$ cat src/rtl/cpf_pkg.sv
package cpf_pkg;
    typedef enum logic [0:0] {
        ST_DEAF = 1'b0,
        ST_OPEN = 1'b1
    } pin_state_t;
endpackage

$ cat src/rtl/cpf_addr_match.sv
module cpf_addr_match #(
    parameter int ADDR_W = 7
) (
    input  logic              chk_en,
    input  logic [ADDR_W-1:0] own_addr,
    input  logic [ADDR_W-1:0] req_addr,
    output logic              addr_ok
);
    always_comb begin
        addr_ok = (!chk_en) || (req_addr == own_addr);
    end
endmodule

$ cat src/rtl/cpf_pin_fsm.sv
module cpf_pin_fsm
    import cpf_pkg::*;
(
    input  logic clk,
    input  logic rst_n,
    input  logic pin_release,
    output logic pin_open
);
    pin_state_t state_q;
    pin_state_t state_d;

    always_comb begin
        state_d = state_q;
        unique case (state_q)
            ST_DEAF: if (pin_release)  state_d = ST_OPEN;
            ST_OPEN: if (!pin_release) state_d = ST_DEAF;
            default: state_d = ST_DEAF;
        endcase
    end

    always_ff @(posedge clk) begin
        if (!rst_n) state_q <= ST_DEAF;
        else        state_q <= state_d;
    end

    always_comb begin
        unique case (state_q)
            ST_OPEN: pin_open = 1'b1;
            default: pin_open = 1'b0;
        endcase
    end
endmodule

$ cat src/rtl/cpf_cfg_reg.sv
module cpf_cfg_reg #(
    parameter int ADDR_W   = 7,
    parameter int IDX_W    = 3,
    parameter int DATA_W   = 8,
    parameter int CTRL_IDX = 7
) (
    input  logic              clk,
    input  logic              rst_n,
    input  logic              accept,
    input  logic [IDX_W-1:0]  wr_idx,
    input  logic [DATA_W-1:0] wr_data,
    output logic              stb_q,
    output logic [IDX_W-1:0]  idx_q,
    output logic [DATA_W-1:0] data_q,
    output logic [ADDR_W-1:0] addr_q,
    output logic              en_q
);
    localparam int EN_BIT = DATA_W - 1;
    localparam logic [IDX_W-1:0] CTRL_SEL = IDX_W'(CTRL_IDX);

    always_ff @(posedge clk) begin
        if (!rst_n) begin
            stb_q  <= 1'b0;
            idx_q  <= '0;
            data_q <= '0;
            addr_q <= '0;
            en_q   <= 1'b0;
        end else begin
            stb_q <= accept;
            if (accept) begin
                idx_q  <= wr_idx;
                data_q <= wr_data;
                if (wr_idx == CTRL_SEL) begin
                    en_q   <= wr_data[EN_BIT];
                    addr_q <= wr_data[ADDR_W-1:0];
                end
            end
        end
    end
endmodule

$ cat src/rtl/ctrl_port_filter.sv
module ctrl_port_filter #(
    parameter int ADDR_W   = 7,
    parameter int IDX_W    = 3,
    parameter int DATA_W   = 8,
    parameter int CTRL_IDX = 7
) (
    input  logic              clk,
    input  logic              rst_n,
    input  logic              xfer_valid,
    input  logic [ADDR_W-1:0] xfer_addr,
    input  logic [IDX_W-1:0]  xfer_idx,
    input  logic [DATA_W-1:0] xfer_data,
    input  logic              pin_release,
    output logic              reg_wr_stb,
    output logic [IDX_W-1:0]  reg_wr_idx,
    output logic [DATA_W-1:0] reg_wr_data,
    output logic              dout_oe,
    output logic [ADDR_W-1:0] cfg_addr,
    output logic              cfg_en
);
    localparam int EN_BIT = DATA_W - 1;
    localparam logic [IDX_W-1:0] CTRL_SEL = IDX_W'(CTRL_IDX);

    logic addr_ok;
    logic pin_open;
    logic is_assign;
    logic accept;

    cpf_addr_match #(.ADDR_W(ADDR_W)) u_match (
        .chk_en  (cfg_en),
        .own_addr(cfg_addr),
        .req_addr(xfer_addr),
        .addr_ok (addr_ok)
    );

    cpf_pin_fsm u_fsm (
        .clk        (clk),
        .rst_n      (rst_n),
        .pin_release(pin_release),
        .pin_open   (pin_open)
    );

    always_comb begin
        is_assign = (xfer_idx == CTRL_SEL) && xfer_data[EN_BIT];
        accept    = xfer_valid && addr_ok && (!is_assign || pin_open);
        dout_oe   = pin_open;
    end

    cpf_cfg_reg #(
        .ADDR_W  (ADDR_W),
        .IDX_W   (IDX_W),
        .DATA_W  (DATA_W),
        .CTRL_IDX(CTRL_IDX)
    ) u_cfg (
        .clk    (clk),
        .rst_n  (rst_n),
        .accept (accept),
        .wr_idx (xfer_idx),
        .wr_data(xfer_data),
        .stb_q  (reg_wr_stb),
        .idx_q  (reg_wr_idx),
        .data_q (reg_wr_data),
        .addr_q (cfg_addr),
        .en_q   (cfg_en)
    );
endmodule

$ cat config.mk
export PLATFORM = sky130hd
export DESIGN_NAME = ctrl_port_filter
export DESIGN_NICKNAME = d
export VERILOG_FILES = /design/src/rtl/cpf_pkg.sv /design/src/rtl/cpf_addr_match.sv /design/src/rtl/cpf_pin_fsm.sv /design/src/rtl/cpf_cfg_reg.sv /design/src/rtl/ctrl_port_filter.sv
export SDC_FILE = /design/constraint.sdc
export NUM_CORES = 1
export LEC_CHECK = 0
export BUFFER_PORTS_ARGS = -buffer_cell sky130_fd_sc_hd__buf_2
export CORE_MARGIN = 2
export CORE_UTILIZATION = 44
export CTS_CLUSTER_SIZE = 25
export DETAILED_ROUTE_END_ITERATION = 8
export GPL_TIMING_DRIVEN = 0
export PLACE_DENSITY_LB_ADDON = 0.2
export SYNTH_ARGS = -nofsm -noshare
export SYNTH_HDL_FRONTEND = slang
export SYNTH_HIERARCHICAL = 1
export SYNTH_SLANG_ARGS = --single-unit
$ cat constraint.sdc
create_clock -name clk -period 1.8 [get_ports clk]
set_input_delay 0 -clock clk [delete_from_list [all_inputs] [get_ports clk]]
set_output_delay 0 -clock clk [all_outputs]
set_load 0.05 [all_outputs]
## After elaboration in Yosys (flattened, before gate mapping)

Cells that the tools add are included.

- Mux-type cells: 2
- Reductions and logical operators: 8
- Equality and inequality tests: 2

Operators by type and width:

| cell | count |
|---|---|
| $eq 7x7->1 | 1 |
| $eq 3x3->1 const B | 1 |
| $logic_and 1x1->1 | 3 |
| $logic_not 1->1 | 2 |
| $logic_or 1x1->1 | 2 |
| $mux 1 | 2 |
| $reduce_and 2->1 | 1 |

- Output and inout port bits: 21
- Logic and storage cells: 18
- Register bits: 21
- Bits of input ports: 22

## Logic depth before layout (Yosys ltp)

Gate-level depths: netlist of run 1.

- Depth after elaboration: 6
- Gate-level depth with buffers: 8
- Mapped depth without buffers: 7

## Cells and area by module

The synthesis of run 1 kept the hierarchy.

Modules (own cells, without submodules):

| module | cells an instance | area each (um^2) | instances | seq. area each (um^2) |
|---|---|---|---|---|
| cpf_cfg_reg | 73 | 770.7 | 1 | 400.4 |
| cpf_addr_match | 9 | 83.8 | 1 | 0.0 |
| cpf_pin_fsm | 2 | 26.3 | 1 | 20.0 |
| ctrl_port_filter | 3 | 22.5 | 1 | 0.0 |

## Least setup slack after synthesis of run 1

OpenSTA, ideal clock, no wires.

- Path type: reg-to-reg
- From: register u_cfg.addr_q[4]
- To: register u_cfg.addr_q[0]
- Period minus slack after synthesis: 2015 ps
- Path slack: -215 ps
- Stages on the path, launching flop included: 9
- Path buffers: 1
- Arrival time: 1943 ps
- Cell sequence: dfxtp_1 > xnor2_1 > nand4_1 > o41ai_2 > nand2_1 > a21oi_2 > and4_1 > buf_6 > mux2i_1

- Cells in the longest elaborated chain, start to end: 5

RTL lines:

| what | line | text |
|---|---|---|
| from (decl) | cpf_cfg_reg.sv:15 | `output logic [ADDR_W-1:0] addr_q,` |
| from (signal assigned) | cpf_cfg_reg.sv:35 | `addr_q <= wr_data[ADDR_W-1:0];` |
| $eq 7x7->1 | cpf_addr_match.sv:10 | `addr_ok = (!chk_en) \|\| (req_addr == own_addr);` |
| $logic_or 1x1->1 | cpf_addr_match.sv:10 |  |
| via addr_ok | ctrl_port_filter.sv:24 | `logic addr_ok;` |
| $logic_and 1x1->1 (2 in a row) | ctrl_port_filter.sv:45 | `accept = xfer_valid && addr_ok && (!is_assign \|\| pin_open);` |
| via accept | ctrl_port_filter.sv:27 | `logic accept;` |
| $reduce_and 2->1 (no source line) | -- |  |

The timed path passes the listed nets, and every way through them passes these cells.
A chain may end at the register's enable or synchronous reset.

## Worst setup path after layout of run 1

- From: register u_cfg.addr_q[1]
- To: register u_cfg.data_q[3]

- Cells in the longest elaborated chain, start to end: 4

RTL lines:

| what | line | text |
|---|---|---|
| $eq 7x7->1 | cpf_addr_match.sv:10 |  |
| $logic_or 1x1->1 | cpf_addr_match.sv:10 |  |
| via addr_ok | ctrl_port_filter.sv:24 |  |
| $logic_and 1x1->1 (2 in a row) | ctrl_port_filter.sv:45 |  |
| via accept | ctrl_port_filter.sv:27 |  |
| to (signal assigned) | cpf_cfg_reg.sv:32 | `data_q <= wr_data;` |
| to (decl) | cpf_cfg_reg.sv:14 | `output logic [DATA_W-1:0] data_q,` |

The timed path passes the listed nets, and every way through them passes these cells.

==> results of run 1 <==
==> logic make-up after synthesis <==
| family | synth area share |
|---|---|
| muxes | 0.2105 |
| buffers and inverters | 0.04016 |
| xor gates and xnor gates | 0.06787 |
| and+or+nand+nor | 0.1884 |
| DFF | 0.4654 |
| AOI/OAI and AO/OA | 0.02771 |
==> cell type report <==
class | instances | share of cell area
Buffer | 5 | 0.02883
Multi-Input combinational cell | 61 | 0.3432
Sequential cell | 21 | 0.3198
Tap cell | 27 | 0.02432
Timing Repair Buffer | 57 | 0.2649
Clock buffer | 4 | 0.01892
==> through the flow <==
step	instances	setup slack [ns]	hold WS (ns)
final	175	-0.02463	0.04404
after global routing	175	-0.1408	0.05917
after CTS	172	0.001923	0.01342
after detailed placement	156	-0.05228	0.2087
after global placement	156	-0.04722	0.1985
after floorplan	87	0.01503	0.1217
==> cell usage in the layout (no fill, tap or decap), types with 2 or more instances in the layout <==
| master | instances |
|---|---|
| dfxtp_4 | 6 |
| xor2_1 | 3 |
| xnor2_2 | 3 |
| clkbuf_4 | 3 |
| nor2b_1 | 11 |
| buf_2 | 44 |
| buf_4 | 3 |
| mux2i_1 | 19 |
| dfxtp_1 | 14 |
| nand2_1 | 17 |
| dlygate4sd3_1 | 11 |
| clkbuf_1 | 2 |
| and2_1 | 2 |
==> flip-flops by register name, summed over array words and instances (netlist names) <==
name	flops
u_cfg/addr_q	7
u_cfg/data_q	8
u_cfg/en_q	1
u_cfg/idx_q	3
u_cfg/stb_q	1
u_fsm/state_q	1
==> final timing paths <==
path | start | to | cells after the start
worst min-delay path | xfer_idx[0] | u_cfg/idx_q[0] | 3
worst max-delay path | u_cfg/addr_q[1] | u_cfg/data_q[3] | 9
worst max register to register | u_cfg/addr_q[1] | u_cfg/data_q[3] | 9
worst min register to register | u_cfg/addr_q[5] | u_cfg/addr_q[5] | 2
==> timing repair <==
item                                    CTS  global route
endpoints found under the setup margin   11            17
pin swaps                                 2             3
resized for setup                         3             2
gates cloned                              0             1
setup buffers                             1             2
hold buffers                             11             0
hold endpoints to repair                 17             0
==> worst max-delay path, cell delays in order, from the launching register on <==
cell	delay, ns
dfxtp_4	0.37
xnor2_2	0.14
nand4_1	0.14
o41ai_2	0.21
nand2_1	0.14
a21oi_4	0.18
buf_4	0.14
buf_8	0.11
mux2i_1	0.23
nor2b_1	0.07
==> per-layer routing <==
layer / global-route usage / up-vias / part of all wire
li1: - / 414 / -
met1: 0.2177 / 351 / 0.44
met2: 0.2793 / 24 / 0.51
met3: 0.02454 / 2 / 0.050
met4: 0.05714 / 0 / 0.0044
met5: 0 / - / 0
==> power breakdown <==
| part | leakage (uW) | switching, uW | internal, uW | total [uW] |
|---|---|---|---|---|
| logic | 0.000475 | 146 | 104 | 250 |
| registers | 0.000177 | 11.8 | 480 | 491 |
| clock network | 0.0000150 | 128 | 86.0 | 214 |
| total | 0.000667 | 285 | 670 | 955 |
==> run metrics, run 1 <==
Setup Skew=0.008121 ns; first-pass GRT wire length=3194 um; number of diodes=0; synth top area cells=dfxtp_1 (47%), mux2i_1 (21%), nor2b_1 (7.6%); most frequent cell after synthesis=dfxtp_1; die height=49.31 um; total die area=2431 um2; grt total ovfl=0; sequential share of the synthesized area=0.4654; die width=around 50 um; Post-DRT Antenna Nets=0; Synth Register Bits=21; worst min path class=input port to register; Multi-input gate area=476.7 um2; Mapped Cells=87; setup ws final=-0.02463 ns; min cycle time layout=roughly 1.8 ns; failing checks=setup timing; final setup fails=3; worst slew pin tran=0.3022 ns; Reg2Reg Setup Slack=-0.02 ns; I/O Pins=43; Post-Route WL=roughly 2000 um; CP Capture Type=register; crit path DAT=between 2 and 2.5 ns; top_reg_cell synth=dfxtp_1; CTS H-tree depth=1; CTS root buffer=clkbuf_4; drt drc=0; TritonCTS Buffers=3; post-DR wirelength/cell=~12 um; aggregate global-route resource usage=0.1668; setup TNS=-0.02926 ns; Leakage=0.0006672 uW; DP Wirelength=about 1400 um; post-synth top area cell=dfxtp_1; total core area=1942 um2; DR vias=791; Reg area=444.2 um2; relative slew slack=0.7985; Mean Syn Cell Area=10.38 um2; worst-case clock buffer depth=2; DR vias/cell=4.520; ys async rst share=0; Tcrit/Tclk final=1.014; vias in the first global route=approximately 750; initial drt markers=8; largest net degree at the start of global routing=12; Distinct cells, synth=15; synth warn=6; pwr/cell area=687.7 nW/um2; TritonCTS clock tree=yes; clock latency on the worst-skew pair=0.29 ns; Cell Rows=16; EDFF count, synth=0; outcome=finished, violations left; Final #Nets=171; clock-pin slew on the worst setup and hold paths=0.11 ns; Layout area overhead=53.74%; clock sinks=21; Max Slew Vio Count=0; fin area=1389 um2; Starting Density=0.4652; Buffers on Ports=42; RePlAce Congestion=~0.66; CP required=1.98 ns; Placed Area=approximately 1200 um2; Tot Pwr=955.1 uW; drt pass-1 iters=4; CP Launch Type=register; RSZ-0062 raised after global routing=true; Post-Syn Nets=109; number of max-cap violations=0; Worst Path Max Fanout=5; Fmax achieved=~550 MHz; Peak supply drop=~0.58 mV; antenna violations before repair=0; Fillers=161; share of cells above drive strength 1=0.4392; Finished Core Util=0.7152; Crit Path Class=register to register; endpoints failing hold=0; Yosys top cell area share=0.4654; commonest cells in the synthesized netlist=dfxtp_1 (21), mux2i_1 (19), nand2_1 (17); post-synthesis cell area=903.4 um2
Note: power is estimated with default switching activity, not from simulation.
==> run 2, diff against run 1 <==
CORE_UTILIZATION = 50   (was 44)
SYNTH_HIERARCHICAL = unset   (was 1)
==> run 2 against run 1 <==
The run still ends with setup timing left. Sequential power is 2% higher. Global-route usage is 8.4 points higher. Routed wire length rose by 110%. Non-clock buffer count is 6 higher. Synthesized cell count is 87% higher. Sequential cell count stayed put. Die area increased by 29%. Count of clock-buffer cells in the layout stayed put. Core utilization grew 4.0 points. Largest cell class unchanged. Setup slack worse by 0.11 ns.
==> run metrics, run 2 <==
outcome=finished, violations left; failing checks=setup timing; final setup fails=17 (+14); Buffers on Ports=41 (-2.4%); I/O Pins=43 (unchanged); synth warn=0 (-6); Tot Pwr=1067 uW (+12%); CTS root buffer=clkbuf_4; share of cells above drive strength 1=0.4545 (+0.01536); Yosys top cell area share=0.3097 (-0.1557); Final #Nets=243 (+42%); synth top area cells=dfxtp_1 (31%), mux2_2 (12%), nand2_1 (7.2%); area share of and/or/nand/nor cells after synthesis=0.3014 (+0.1130); TritonCTS Buffers=3 (unchanged); Post-Route WL=4274 um (+110%); ys async rst share=0 (unchanged); R2R cell count=5 (-4); DP Wirelength=2887 um (+110%); RePlAce Congestion=0.8804 (+33%); CP Capture Type=register; clock latency on the worst-skew pair=0.32 ns (+0.03 ns); post-synth top area cell=dfxtp_1; CP Launch Type=register; Distinct cells, synth=29 (+14); number of flip-flops under the largest register name=8 (unchanged); Worst Path Max Fanout=5 (unchanged); CTS H-tree depth=1 (unchanged); Mapped Cells=163 (+87%); post-synthesis cell area=1358 um2 (+50%); most frequent cell after synthesis=nand2_1; TritonCTS clock tree=yes; Switching Share=0.3638 (+0.06508); top_reg_cell synth=dfxtp_1; first-pass GRT wire length=6348 um (+99%); Tcrit/Tclk final=1.072 (+0.05843); grt total ovfl=0 (unchanged); RSZ-0062 raised after global routing=true; Mean Syn Cell Area=8.329 um2 (-20%); adder-cell share of the synthesized area=0 (unchanged); worst min path class=input port to register; commonest non-fill, non-tap cell in the layout=buf_2; DR vias=1,555 (+97%); Post-Syn Nets=185 (+70%); clock-pin slew on the worst setup and hold paths=0.13 ns (+0.02 ns); number of max-cap violations=0 (unchanged); crit path DAT=2.17 ns (+0.16 ns); number of diodes=0 (unchanged); post-synthesis compound-gate area fraction=0.1797 (+0.1520); post-synthesis mux area share=0.1161 (-0.09440); Most flops, register=u_cfg.data_q; endpoints failing hold=0 (unchanged); aggregate global-route resource usage=0.2506 (+0.08383); DR vias/cell=6.220 (+38%); Switch Pwr=388.0 uW (+36%); initial drt markers=80 (+72); final non-filler cell total=250 (+43%); clock sinks=21 (unchanged); CP required=2.04 ns (+0.06 ns); Comb power frac=0.298 (+0.037); relative slew slack=0.5198 (-0.2787); drt drc=0 (unchanged); hold depth=3 (unchanged); post-synthesis xor/xnor area fraction=0.04516 (-0.02271); total die area=3148 um2 (+29%); Fmax achieved=518.2 MHz (-5.4%); Fillers=193 (+20%); drt pass-1 iters=4 (unchanged); setup ws final=-0.1298 ns (-0.1052 ns); largest net degree at the start of global routing=12 (unchanged); antenna violations before repair=0 (unchanged); Setup Skew=0.01461 ns (+0.006490 ns); Cell Rows=18 (+2); Synth Register Bits=21 (unchanged); pwr/cell area=560.1 nW/um2 (-19%); Post-DRT Antenna Nets=0 (unchanged); vias in the first global route=1,304 (+75%); total core area=2522 um2 (+30%); Max Slew Vio Count=0 (unchanged); Layout area overhead=40.28%; biggest regs=u_cfg.data_q: 8 flops, u_cfg.addr_q: 7 flops, u_cfg.idx_q: 3 flops; Int Pwr=678.6 uW (+1.3%); die width=56.11 um (+14%); die height=56.11 um (+14%); Leakage=0.0007373 uW (+11%); Peak supply drop=0.5038 mV (-13%); min cycle time layout=1.930 ns (+0.1052 ns); Crit Path Class=register to register; Reg power frac=0.472 (-0.043); Clk pwr share=0.230 (+0.006); post-DR wirelength/cell=17.10 um (+47%); commonest cells in the synthesized netlist=nand2_1 (26), dfxtp_1 (21), nand3_1 (19); Starting Density=0.5382 (+0.07299); worst slew pin tran=0.7203 ns (+0.4181 ns); worst-case clock buffer depth=2 (unchanged); sequential share of the synthesized area=0.3097 (-0.1557); EDFF count, synth=0 (unchanged); commonest non-fill, non-tap cells in the layout=buf_2 (43), nand2_1 (26), nand3_1 (19), dfxtp_1 (17), mux2_2 (14); Inst Count DP=234 (+50%); largest family of logic cells by synthesized area=simple AND/OR/NAND/NOR gates
run 2: changes by cell type after synthesis, sizes merged, moves of 4 or more:
cell and delta:
mux2i -19, nand3 +19, mux2 +14, o311ai +14, or4 +11, clkbuf +10, nand2 +9, nor2b -9
nor3 +8, a31oi +5, a211oi +4, o211ai +4
run 2: routing by layer:
metal,GRT usage,share of wire,vias up,routed length (um)
met5,0,0,-,0
met4,0.07143,0.0087,0,37
met3,0.03488,0.074,5,318
met2,0.3866,0.48,78,2046
met1,0.3616,0.44,731,1872
li1,-,-,741,-
run 2: power groups by stage:
| stage | Clock (uW) | Combinational, uW | Sequential (uW) |
|---|---|---|---|
| finish | 245 | 318 | 503 |
| global route | 261 | 339 | 506 |
| CTS | 247 | 289 | 502 |
| detailed placement | 0 | 280 | 513 |
| global placement | 0 | 276 | 511 |
| floorplan | 0 | 112 | 599 |
run 2: area by class of cell:
cell class,instances,area [um2],area share
multi-input cells,127,993.5,0.5217
repair buffers,53,335.3,0.1761
flip-flops and latches,21,432.9,0.2273
clock buffers,4,26.28,0.01380
well taps,30,37.54,0.01971
plain buffers,15,78.83,0.04139
run 2: worst paths after layout:
| check | startpoint | end | slack, ns |
|---|---|---|---|
| setup / recovery | u_cfg.addr_q[3] | u_cfg.data_q[3] | -0.13 |
| hold / removal | xfer_valid | u_cfg.en_q | 0.07 |
| setup reg to reg | u_cfg.addr_q[3] | u_cfg.data_q[3] | -0.13 |
| hold reg to reg | u_cfg.data_q[2] | u_cfg.data_q[2] | 0.52 |
run 2: kinds of logic after synthesis:
logic type             Yosys count
buffers and inverters           15
flip-flops                      21
AO/OA/AOI/OAI                   29
multiplexers                    14
AND/OR/NAND/NOR                 77
XOR/XNOR                         7
run 2: worst max-delay path, stage by stage, from the launching register on:
cell and delay (ns):
dfxtp_4 0.38, xor2_2 0.17, or4b_4 0.58, buf_6 0.16, or4_4 0.49, o311ai_4 0.08
run 2: repair_timing:
item                       in CTS  in global routing
setup endpoints to repair      19                 18
hold buffers                    2                  0
gates resized for setup         5                 29
hold endpoints to repair        2                  0
buffers inserted                2                  5
pin swaps                       4                  5
gates cloned                    1                  2
run 2: per-stage QoR:
step	setup slack, ns	utilization	instance area (um2)	hold slack [ns]	TNS (ns)
floorplan	-0.07926	-	1385	0.1273	-1.047
detailed placement	-0.3307	0.6453	1628	0.2143	-3.222
global placement	-0.2889	0.6453	1628	0.2081	-2.957
global route	-0.1660	0.7550	1904	0.07916	-2.260
CTS	-0.1260	0.6751	1703	0.01212	-1.199
finish	-0.1298	0.7550	1904	0.06730	-1.455
